## config.mk

```make
export PLATFORM = sky130hd
export DESIGN_NAME = tourney_pred
export DESIGN_NICKNAME = d
export VERILOG_FILES = /design/src/rtl/tp_pkg.sv /design/src/rtl/tp_ctr_table.sv /design/src/rtl/tp_ghist.sv /design/src/rtl/tourney_pred.sv
export SDC_FILE = /design/constraint.sdc
export NUM_CORES = 1
export LEC_CHECK = 0
export ABC_CLOCK_PERIOD_IN_PS = 13500
export BUFFER_PORTS_ARGS = -buffer_cell sky130_fd_sc_hd__clkbuf_2
export CORE_UTILIZATION = 60
export DETAILED_ROUTE_END_ITERATION = 12
export MAX_ROUTING_LAYER = met4
export PLACE_DENSITY = 0.81
export SYNTH_ARGS = -nofsm -noshare
export SYNTH_HDL_FRONTEND = slang
export SYNTH_HIERARCHICAL = 1
export SYNTH_SLANG_ARGS = --single-unit
```

## constraint.sdc

```tcl
create_clock -name clk -period 13.5 [get_ports clk]
set_input_delay 0.675 -clock clk [delete_from_list [all_inputs] [get_ports clk]]
set_output_delay 0.675 -clock clk [all_outputs]
set_load 0.01 [all_outputs]
```

## src/rtl/tp_pkg.sv

```systemverilog
package tp_pkg;

    typedef logic [1:0] ctr2_t;

    typedef enum logic [1:0] {
        CTR_HOLD = 2'd0,
        CTR_INC  = 2'd1,
        CTR_DEC  = 2'd2
    } ctr_op_e;

    typedef struct packed {
        logic bim;
        logic gsh;
        logic use_gsh;
        logic fin;
    } guess_t;

    typedef struct packed {
        logic bim_ok;
        logic gsh_ok;
    } verdict_t;

    localparam ctr2_t CTR_WEAK_NT  = 2'd1;
    localparam ctr2_t CHO_FAVR_BIM = 2'd0;
    localparam ctr2_t CTR_MAX      = 2'd3;
    localparam ctr2_t CTR_MIN      = 2'd0;

    function automatic logic ctr_says_taken(input ctr2_t c);
        return c[1];
    endfunction

    function automatic ctr2_t ctr_step(input ctr2_t c, input ctr_op_e op);
        ctr2_t r;
        r = c;
        case (op)
            CTR_INC: r = (c == CTR_MAX) ? c : c + 2'd1;
            CTR_DEC: r = (c == CTR_MIN) ? c : c - 2'd1;
            default: r = c;
        endcase
        return r;
    endfunction

    function automatic ctr_op_e chooser_op(input verdict_t v);
        ctr_op_e r;
        if (v.gsh_ok && !v.bim_ok)      r = CTR_INC;
        else if (v.bim_ok && !v.gsh_ok) r = CTR_DEC;
        else                            r = CTR_HOLD;
        return r;
    endfunction

endpackage

```

## src/rtl/tp_ctr_table.sv

```systemverilog
module tp_ctr_table
    import tp_pkg::*;
#(
    parameter int    IDX_W = 6,
    parameter ctr2_t INIT  = CTR_WEAK_NT
) (
    input  logic             clk,
    input  logic             rst,
    input  logic [IDX_W-1:0] rd_idx_a,
    output ctr2_t            rd_a,
    input  logic [IDX_W-1:0] rd_idx_b,
    output ctr2_t            rd_b,
    input  logic             wr_en,
    input  logic [IDX_W-1:0] wr_idx,
    input  ctr_op_e          wr_op
);
    localparam int DEPTH = 1 << IDX_W;

    logic [DEPTH-1:0][1:0] mem;

    always_ff @(posedge clk) begin
        if (rst) begin
            mem <= {DEPTH{INIT}};
        end else if (wr_en) begin
            mem[wr_idx] <= ctr_step(mem[wr_idx], wr_op);
        end
    end

    assign rd_a = mem[rd_idx_a];
    assign rd_b = mem[rd_idx_b];

    // a non-saturated counter moves up by exactly one
    a_r2_step_up: assert property (@(posedge clk) disable iff (rst)
        (wr_en && wr_op == CTR_INC && mem[wr_idx] != CTR_MAX)
        |=> mem[$past(wr_idx)] == ctr2_t'($past(mem[wr_idx]) + 2'd1));

    // saturation at the top
    a_r4_sat_high: assert property (@(posedge clk) disable iff (rst)
        (wr_en && wr_op == CTR_INC && mem[wr_idx] == CTR_MAX)
        |=> mem[$past(wr_idx)] == CTR_MAX);

    // saturation at the bottom
    a_r4_sat_low: assert property (@(posedge clk) disable iff (rst)
        (wr_en && wr_op == CTR_DEC && mem[wr_idx] == CTR_MIN)
        |=> mem[$past(wr_idx)] == CTR_MIN);

    // no write, no change
    a_r10_table_quiet: assert property (@(posedge clk) disable iff (rst)
        !wr_en |=> $stable(mem));

endmodule

```

## src/rtl/tp_ghist.sv

```systemverilog
module tp_ghist #(
    parameter int HIST_W = 6
) (
    input  logic              clk,
    input  logic              rst,
    input  logic              shift_en,
    input  logic              bit_in,
    output logic [HIST_W-1:0] hist
);
    generate
        if (HIST_W == 1) begin : g_one
            always_ff @(posedge clk) begin
                if (rst)           hist <= '0;
                else if (shift_en) hist <= bit_in;
            end
        end else begin : g_many
            always_ff @(posedge clk) begin
                if (rst)           hist <= '0;
                else if (shift_en) hist <= {hist[HIST_W-2:0], bit_in};
            end
        end
    endgenerate
endmodule

```

## src/rtl/tourney_pred.sv

```systemverilog
module tourney_pred
    import tp_pkg::*;
#(
    parameter int PC_W      = 32,
    parameter int PC_LSB    = 2,
    parameter int BIM_IDX_W = 6,
    parameter int GSH_IDX_W = 6,
    parameter int HIST_W    = 6,   // must not exceed GSH_IDX_W
    parameter int CHO_IDX_W = 6
) (
    input  logic            clk,
    input  logic            rst,
    input  logic [PC_W-1:0] pred_pc,
    output logic            pred_taken,
    output logic            pred_bim,
    output logic            pred_gsh,
    output logic            pred_use_gsh,
    input  logic            train_valid,
    input  logic [PC_W-1:0] train_pc,
    input  logic            train_taken
);
    localparam ctr2_t CHO_SEL_GSH = 2'd2;

    logic [HIST_W-1:0] ghist;

    logic [BIM_IDX_W-1:0] p_bi, t_bi;
    logic [GSH_IDX_W-1:0] p_gi, t_gi;
    logic [CHO_IDX_W-1:0] p_ci, t_ci;

    assign p_bi = pred_pc[PC_LSB +: BIM_IDX_W];
    assign t_bi = train_pc[PC_LSB +: BIM_IDX_W];
    assign p_gi = pred_pc[PC_LSB +: GSH_IDX_W] ^ GSH_IDX_W'(ghist);
    assign t_gi = train_pc[PC_LSB +: GSH_IDX_W] ^ GSH_IDX_W'(ghist);
    assign p_ci = pred_pc[PC_LSB +: CHO_IDX_W];
    assign t_ci = train_pc[PC_LSB +: CHO_IDX_W];

    logic unused_pc_bits;
    assign unused_pc_bits = ^{pred_pc, train_pc};

    ctr2_t p_bim_c, t_bim_c, p_gsh_c, t_gsh_c, p_cho_c, t_cho_c;
    ctr_op_e comp_op, cho_op;
    verdict_t verdict;
    guess_t guess;

    always_comb begin
        comp_op        = train_taken ? CTR_INC : CTR_DEC;
        verdict.bim_ok = (ctr_says_taken(t_bim_c) == train_taken);
        verdict.gsh_ok = (ctr_says_taken(t_gsh_c) == train_taken);
        cho_op         = chooser_op(verdict);
    end

    tp_ctr_table #(.IDX_W(BIM_IDX_W), .INIT(CTR_WEAK_NT)) u_bim (
        .clk(clk), .rst(rst),
        .rd_idx_a(p_bi), .rd_a(p_bim_c),
        .rd_idx_b(t_bi), .rd_b(t_bim_c),
        .wr_en(train_valid), .wr_idx(t_bi), .wr_op(comp_op)
    );

    tp_ctr_table #(.IDX_W(GSH_IDX_W), .INIT(CTR_WEAK_NT)) u_gsh (
        .clk(clk), .rst(rst),
        .rd_idx_a(p_gi), .rd_a(p_gsh_c),
        .rd_idx_b(t_gi), .rd_b(t_gsh_c),
        .wr_en(train_valid), .wr_idx(t_gi), .wr_op(comp_op)
    );

    tp_ctr_table #(.IDX_W(CHO_IDX_W), .INIT(CHO_FAVR_BIM)) u_cho (
        .clk(clk), .rst(rst),
        .rd_idx_a(p_ci), .rd_a(p_cho_c),
        .rd_idx_b(t_ci), .rd_b(t_cho_c),
        .wr_en(train_valid), .wr_idx(t_ci), .wr_op(cho_op)
    );

    tp_ghist #(.HIST_W(HIST_W)) u_hist (
        .clk(clk), .rst(rst),
        .shift_en(train_valid), .bit_in(train_taken),
        .hist(ghist)
    );

    always_comb begin
        guess.bim     = ctr_says_taken(p_bim_c);
        guess.gsh     = ctr_says_taken(p_gsh_c);
        guess.use_gsh = (p_cho_c >= CHO_SEL_GSH);
        guess.fin     = guess.use_gsh ? guess.gsh : guess.bim;
    end

    assign pred_taken   = guess.fin;
    assign pred_bim     = guess.bim;
    assign pred_gsh     = guess.gsh;
    assign pred_use_gsh = guess.use_gsh;

    // first cycle out of reset shows the reset state
    a_r1_reset_state: assert property (@(posedge clk) disable iff (rst)
        $fell(rst) |-> (!pred_use_gsh && !pred_taken && !pred_bim && !pred_gsh));

    // the resolved outcome lands in history bit 0
    a_r5_hist_in: assert property (@(posedge clk) disable iff (rst)
        train_valid |=> ghist[0] == $past(train_taken));

    // history holds while idle
    a_r10_hist_hold: assert property (@(posedge clk) disable iff (rst)
        !train_valid |=> $stable(ghist));

    // chooser entry holds when both components agree on correctness
    a_r7_cho_hold: assert property (@(posedge clk) disable iff (rst)
        (train_valid && verdict.bim_ok == verdict.gsh_ok && t_ci == p_ci)
        |=> $stable(p_cho_c) || $past(t_ci) != p_ci || $changed(p_ci));

endmodule

```

Word-level counts from Yosys, hierarchy flattened --
Index checks and enable logic that the tools add are counted. W data, S select, Z words.
Word-level totals: flip-flop bits (word level) 390, latch bits 0, memory bits (writable) 0, memory bits (read-only) 0, input port bits 68, output and inout bits 4, logic and storage cells 264, memories 0
Cells by class: add/subtract/negate cells 6, $mul 0, divide/modulo/power cells 0, order comparisons 7, eq/ne operators 9, shift operators 0, muxes and demuxes 38, bitwise logic cells 2, reduce and logical (&&, ||, !) cells 9
Operator list (count):
- $bwmux W128 | 3
- $bmux W2 S6 | 6
- $mux W2 | 23
- $lt A6 B7 Y1 const B | 4
- $demux W2 S6 | 2
- $ge A6 B1 Y1 const B | 2
- $pmux W2 S2 | 3
- $xor A6 B6 Y6 | 2
- $eq A2 B2 Y1 const B | 5
- $add A2 B1 Y2 const B | 3
- $logic_not A2 Y1 | 3
- $sub A2 B1 Y2 const B | 3
- $eq A2 B1 Y1 const B | 2
- $logic_and A1 B1 Y1 | 4
- $eq A1 B1 Y1 | 2
- $ge A2 B2 Y1 const B | 1
- $logic_not A1 Y1 | 2
- $mux W1 | 1

Longest topological paths before layout --
depth after elaboration 13, depth in mapped cells 15, mapped depth without buffers 12

By module --
The synthesis kept the hierarchy.
Modules (own cells, without submodules):
- tp_ctr_table (u_cho) | times used 1, cells each 792, area each 8864.8 µm², seq. area each 2562.5 µm²
- tp_ctr_table (u_gsh) | times used 1, cells each 844, area each 7952.6 µm², seq. area each 2562.5 µm²
- tp_ctr_table (u_bim) | times used 1, cells each 775, area each 7867.5 µm², seq. area each 2562.5 µm²
- tp_ghist | times used 1, cells each 19, area each 214.0 µm², seq. area each 120.1 µm²
- tourney_pred | times used 1, cells each 20, area each 160.2 µm², seq. area each 0.0 µm²

Worst setup path before layout --
No wires, ideal clock.
kind input to register, start input train_pc[2], end register u_cho/mem[102] in the netlist's numbering, setup time 143 ps, arrival time 5084 ps, required time 13357 ps, setup slack 8273 ps, stages on the path 15, buffers on the path 3, cells stage by stage xor2_1 clkbuf_1 buf_1 mux4_2 mux4_2 mux4_2 nand2b_1 o21ai_0 inv_1 ha_1 nand3b_1 o22ai_1 a221oi_4 buf_6 o41ai_2
On the way: elaborated cells on any way between the ends 32, classes of those cells add/sub (2); order compare (2); eq/ne (5); mux (16); bitwise (1); reduce/logical (6)
RTL lines:
- from (decl) | RTL line tourney_pred.sv:19 | input logic [PC_W-1:0] train_pc,
- $xor A6 B6 Y6 * | RTL line tourney_pred.sv:33 | assign t_gi = train_pc[PC_LSB +: GSH_IDX_W] ^ GSH_IDX_W'(ghist);
- $bmux W2 S6 * | RTL line tp_ctr_table.sv:30 | assign rd_b = mem[rd_idx_b];
- $mux W2 (implied by the code) * | RTL line tp_ctr_table.sv:30
- via t_gsh_c[1] | RTL line tourney_pred.sv:40 | ctr2_t p_bim_c, t_bim_c, p_gsh_c, t_gsh_c, p_cho_c, t_cho_c;
- $eq A1 B1 Y1 * | RTL line tourney_pred.sv:48 | verdict.gsh_ok = (ctr_says_taken(t_gsh_c) == train_taken);
- $logic_and A1 B1 Y1 * | RTL line tp_pkg.sv:45 | if (v.gsh_ok && !v.bim_ok) r = CTR_INC;
- $mux W2 * | RTL line tp_pkg.sv:45
- via cho_op[0] | RTL line tourney_pred.sv:41 | ctr_op_e comp_op, cho_op;
- $eq A2 B2 Y1 / $eq A2 B1 Y1 (equally long branches) | RTL line tp_pkg.sv:35 | case (op)
- $pmux W2 S2 * | RTL line tp_pkg.sv:35
- $mux W2 * | RTL line tp_ctr_table.sv:24 | end else if (wr_en) begin
- $mux W2 * | RTL line tp_ctr_table.sv:22 | if (rst) begin
- $bwmux W128 * | RTL line tp_ctr_table.sv:25 | mem[wr_idx] <= ctr_step(mem[wr_idx], wr_op);
- to (signal assigned) | RTL line tp_ctr_table.sv:23 | mem <= {DEPTH{INIT}};
- to (signal, indexed assignment) | RTL line tp_ctr_table.sv:25
- to (decl) | RTL line tp_ctr_table.sv:19 | logic [DEPTH-1:0][1:0] mem;
The timed path passes the listed nets; every way through them passes the cells marked *. The select of a mux whose other input is x is not followed. A chain may end at the register's enable or synchronous reset.

Worst setup path in the final report --
start input train_pc[2], end register u_cho/mem[126] in the netlist's numbering
On the way: elaborated cells on any way between the ends 32, classes of those cells add/sub (2); order compare (2); eq/ne (5); mux (16); bitwise (1); reduce/logical (6)
RTL lines:
- $bmux W2 S6 * | RTL line tp_ctr_table.sv:30
- $mux W2 (implied by the code) * | RTL line tp_ctr_table.sv:30
- via t_bim_c[1] | RTL line tourney_pred.sv:40
- $eq A1 B1 Y1 * | RTL line tourney_pred.sv:47 | verdict.bim_ok = (ctr_says_taken(t_bim_c) == train_taken);
- $logic_not A1 Y1 * | RTL line tp_pkg.sv:45
- $logic_and A1 B1 Y1 * | RTL line tp_pkg.sv:45
- $mux W2 * | RTL line tp_pkg.sv:45
- via cho_op[0] | RTL line tourney_pred.sv:41
- $eq A2 B2 Y1 / $eq A2 B1 Y1 (equally long branches) | RTL line tp_pkg.sv:35
- $pmux W2 S2 * | RTL line tp_pkg.sv:35
- $mux W2 * | RTL line tp_ctr_table.sv:24
- $mux W2 * | RTL line tp_ctr_table.sv:22
- $bwmux W128 * | RTL line tp_ctr_table.sv:25
Marked as above.

==> flow_metrics.tcl <==
set metrics [dict create \
    outcome "completed" \
    finish.net_count 2217 \
    rsz0062_at_grt "no" \
    maxSlewViolCount 0 \
    cts_post_setup_buffers_inserted 0 \
    first_pass_iters 6 \
    syn_inst 2293 \
    synth_area_mm2 0.0217 \
    p_per_area_mw_per_mm2 114 \
    layout.cells.non_filler 2635 \
    drt-total-wl_um 60500 \
    vias_per_cell 7.17 \
    worstPathCellList "buf_4 -> buf_4 -> buf_4 -> mux4_2 -> mux4_2 -> mux4_2 -> nand3b_1 -> o21ai_0 -> inv_1 -> ha_1 -> nand3b_1 -> o22ai_1 -> a221oi_4 -> buf_4 -> o41ai_2" \
    rr_worst_depth 14 \
    placementRows 69 \
    dr_total_vias 18900 \
    grt_pass1_wl_um 96400 \
    clock.fmax_ghz 0.151 \
    root_buffer "clkbuf_16" \
    start_kind "input pin" \
    area.growth.synth_to_final_pct 6.69 \
    combPwrFrac 0.114 \
    dieArea_mm2 0.0369 \
    grt_antenna_before_repair 0 \
    grt_util_all_layers 0.337 \
    place_congestion 0.934 \
    hold_depth 2 \
    power_switching_mw 0.705 \
    ys_warn_count 6 \
    worstHoldPathType "reg2reg" \
    start_util 0.610 \
    finalSetupViolations 0 \
    hpwl_um 36500 \
    clock_skew_ns 0.0361 \
    clkTransAtPathRegs_ns 0.06 \
    fin_util 0.651 \
    clkPwrFrac 0.443 \
    ctsHoldBuffers 0 \
    worst-path-buf-inv 5 \
    synth_nets 2367 \
    swShare 0.268 \
    hold_violations 0 \
    wl_per_cell_um 22.9 \
    power_leakage_nw 7.76 \
    n_fill_cell 2746 \
    drv_cap 0 \
    crit_path_frequent_cell "buf_4" \
    dp_cells 2559 \
    worstSetupPathType "in2reg" \
    min_period_over_period 0.492 \
    first_global_vias 17900 \
    post-route-min-period_ns 6.64 \
    die_h_um 192 \
    clk_latency_ns 0.59 \
    critical_path_depth 15 \
    numCtsBuffers 43 \
    antenna_cells 0 \
    grt_max_degree 140 \
    tns_ns 0 \
    drtAntennaViolNets 0 \
    crit_fanout 68 \
    cp_top_family "buffers and inverters" \
    ir_drop_mv 0.114 \
    io_pins 72 \
    slew_headroom 0.167 \
    portBuffers 19 \
    core_region_area_mm2 0.0356 \
    die_x_um 192 \
    route.detailed.drc 0 \
    max_stage_delay_ns 1.01 \
    overflow 0 \
    htreeDepth 2 \
    power.internal_mw 1.93 \
    endpoint_kind "flop" \
    slowest_stage "a221oi_4" \
    drtIter0Drc 2394 \
    cts_resized 0 \
    tightest_slew_ns 1.24 \
    clkSinkCount 390 \
    tritoncts "yes" \
    cp.required_ns 13.92 \
    synth_area_per_cell_um2 9.47 \
    clockBufferDepth 3 \
    worstPathArrival_ns 7.05 \
    pwr-share-seq 0.443 \
    drive_gt1_frac 0.218 \
]
## final timing paths
kind	from	end	slack, ns
hold / removal	u_gsh/mem[78]	u_gsh/mem[78]	0.47
setup / recovery	train_pc[2]	u_cho/mem[126]	6.86
hold reg to reg	u_gsh/mem[78]	u_gsh/mem[78]	0.47
setup reg to reg	u_hist/hist[0]	u_cho/mem[126]	6.90
## cells in the final DEF, fill, tap and decap left out, types with 27 or more instances in the layout
cell type and n:
dfxtp_1 390, a21oi_1 268, nor2_1 218, nand2_1 161, mux4_2 133, o21ai_0 74, o21ai_1 73, or3b_2 69
nor3_1 68, a311oi_1 65, a211oi_1 65, o41ai_2 60, buf_4 59, clkbuf_16 44, mux2i_1 43, a221oi_1 41
mux2_2 27
## power groups by stage
stage | sequential [mW] | combinational [mW] | clock (mW)
floorplan | 1.19 | 0.227 | 0
global placement | 1.19 | 0.285 | 0
detailed placement | 1.19 | 0.291 | 0
CTS | 1.17 | 0.292 | 1.18
global route | 1.17 | 0.316 | 1.23
finish | 1.17 | 0.299 | 1.17
## layout make-up
cell class	instances	area, um^2	share of cell area
Clock buffer	65	1340	0.0579
Multi-Input combinational cell	1614	12800	0.551
Clock inverter	11	73.8	0.00319
Sequential cell	390	7810	0.337
Inverter	19	71.3	0.00308
Tap cell	461	577	0.0249
Timing Repair Buffer	75	533	0.0230
## routing by layer
metal / GRT usage / share of wire / up-vias
li1: - / - / 8429
met1: 0.436 / 0.39 / 9028
met2: 0.512 / 0.46 / 1193
met3: 0.0636 / 0.11 / 247
met4: 0.156 / 0.044 / 0
met5: - / 0 / -
## tightest hold or removal path, cell delays in order (launching register included)
cell     delay (ns)
dfxtp_1        0.32
a21oi_1        0.05
o21ai_0        0.06
## per-stage QoR
step	instance area, um^2	hold slack (ns)	setup slack [ns]	power, mW
floorplan	21700	0.430	8.54	1.42
global placement	21700	0.443	6.43	1.48
detailed placement	21700	0.452	6.30	1.48
CTS	23200	0.466	6.92	2.64
global route	23200	0.489	6.57	2.71
finish	23200	0.468	6.86	2.63
## flip-flops by register name, summed over array words and instances, names as in the netlist
register	count
u_bim/mem	128
u_cho/mem	128
u_gsh/mem	128
u_hist/hist	6
Power figures use the tool's default switching activity.
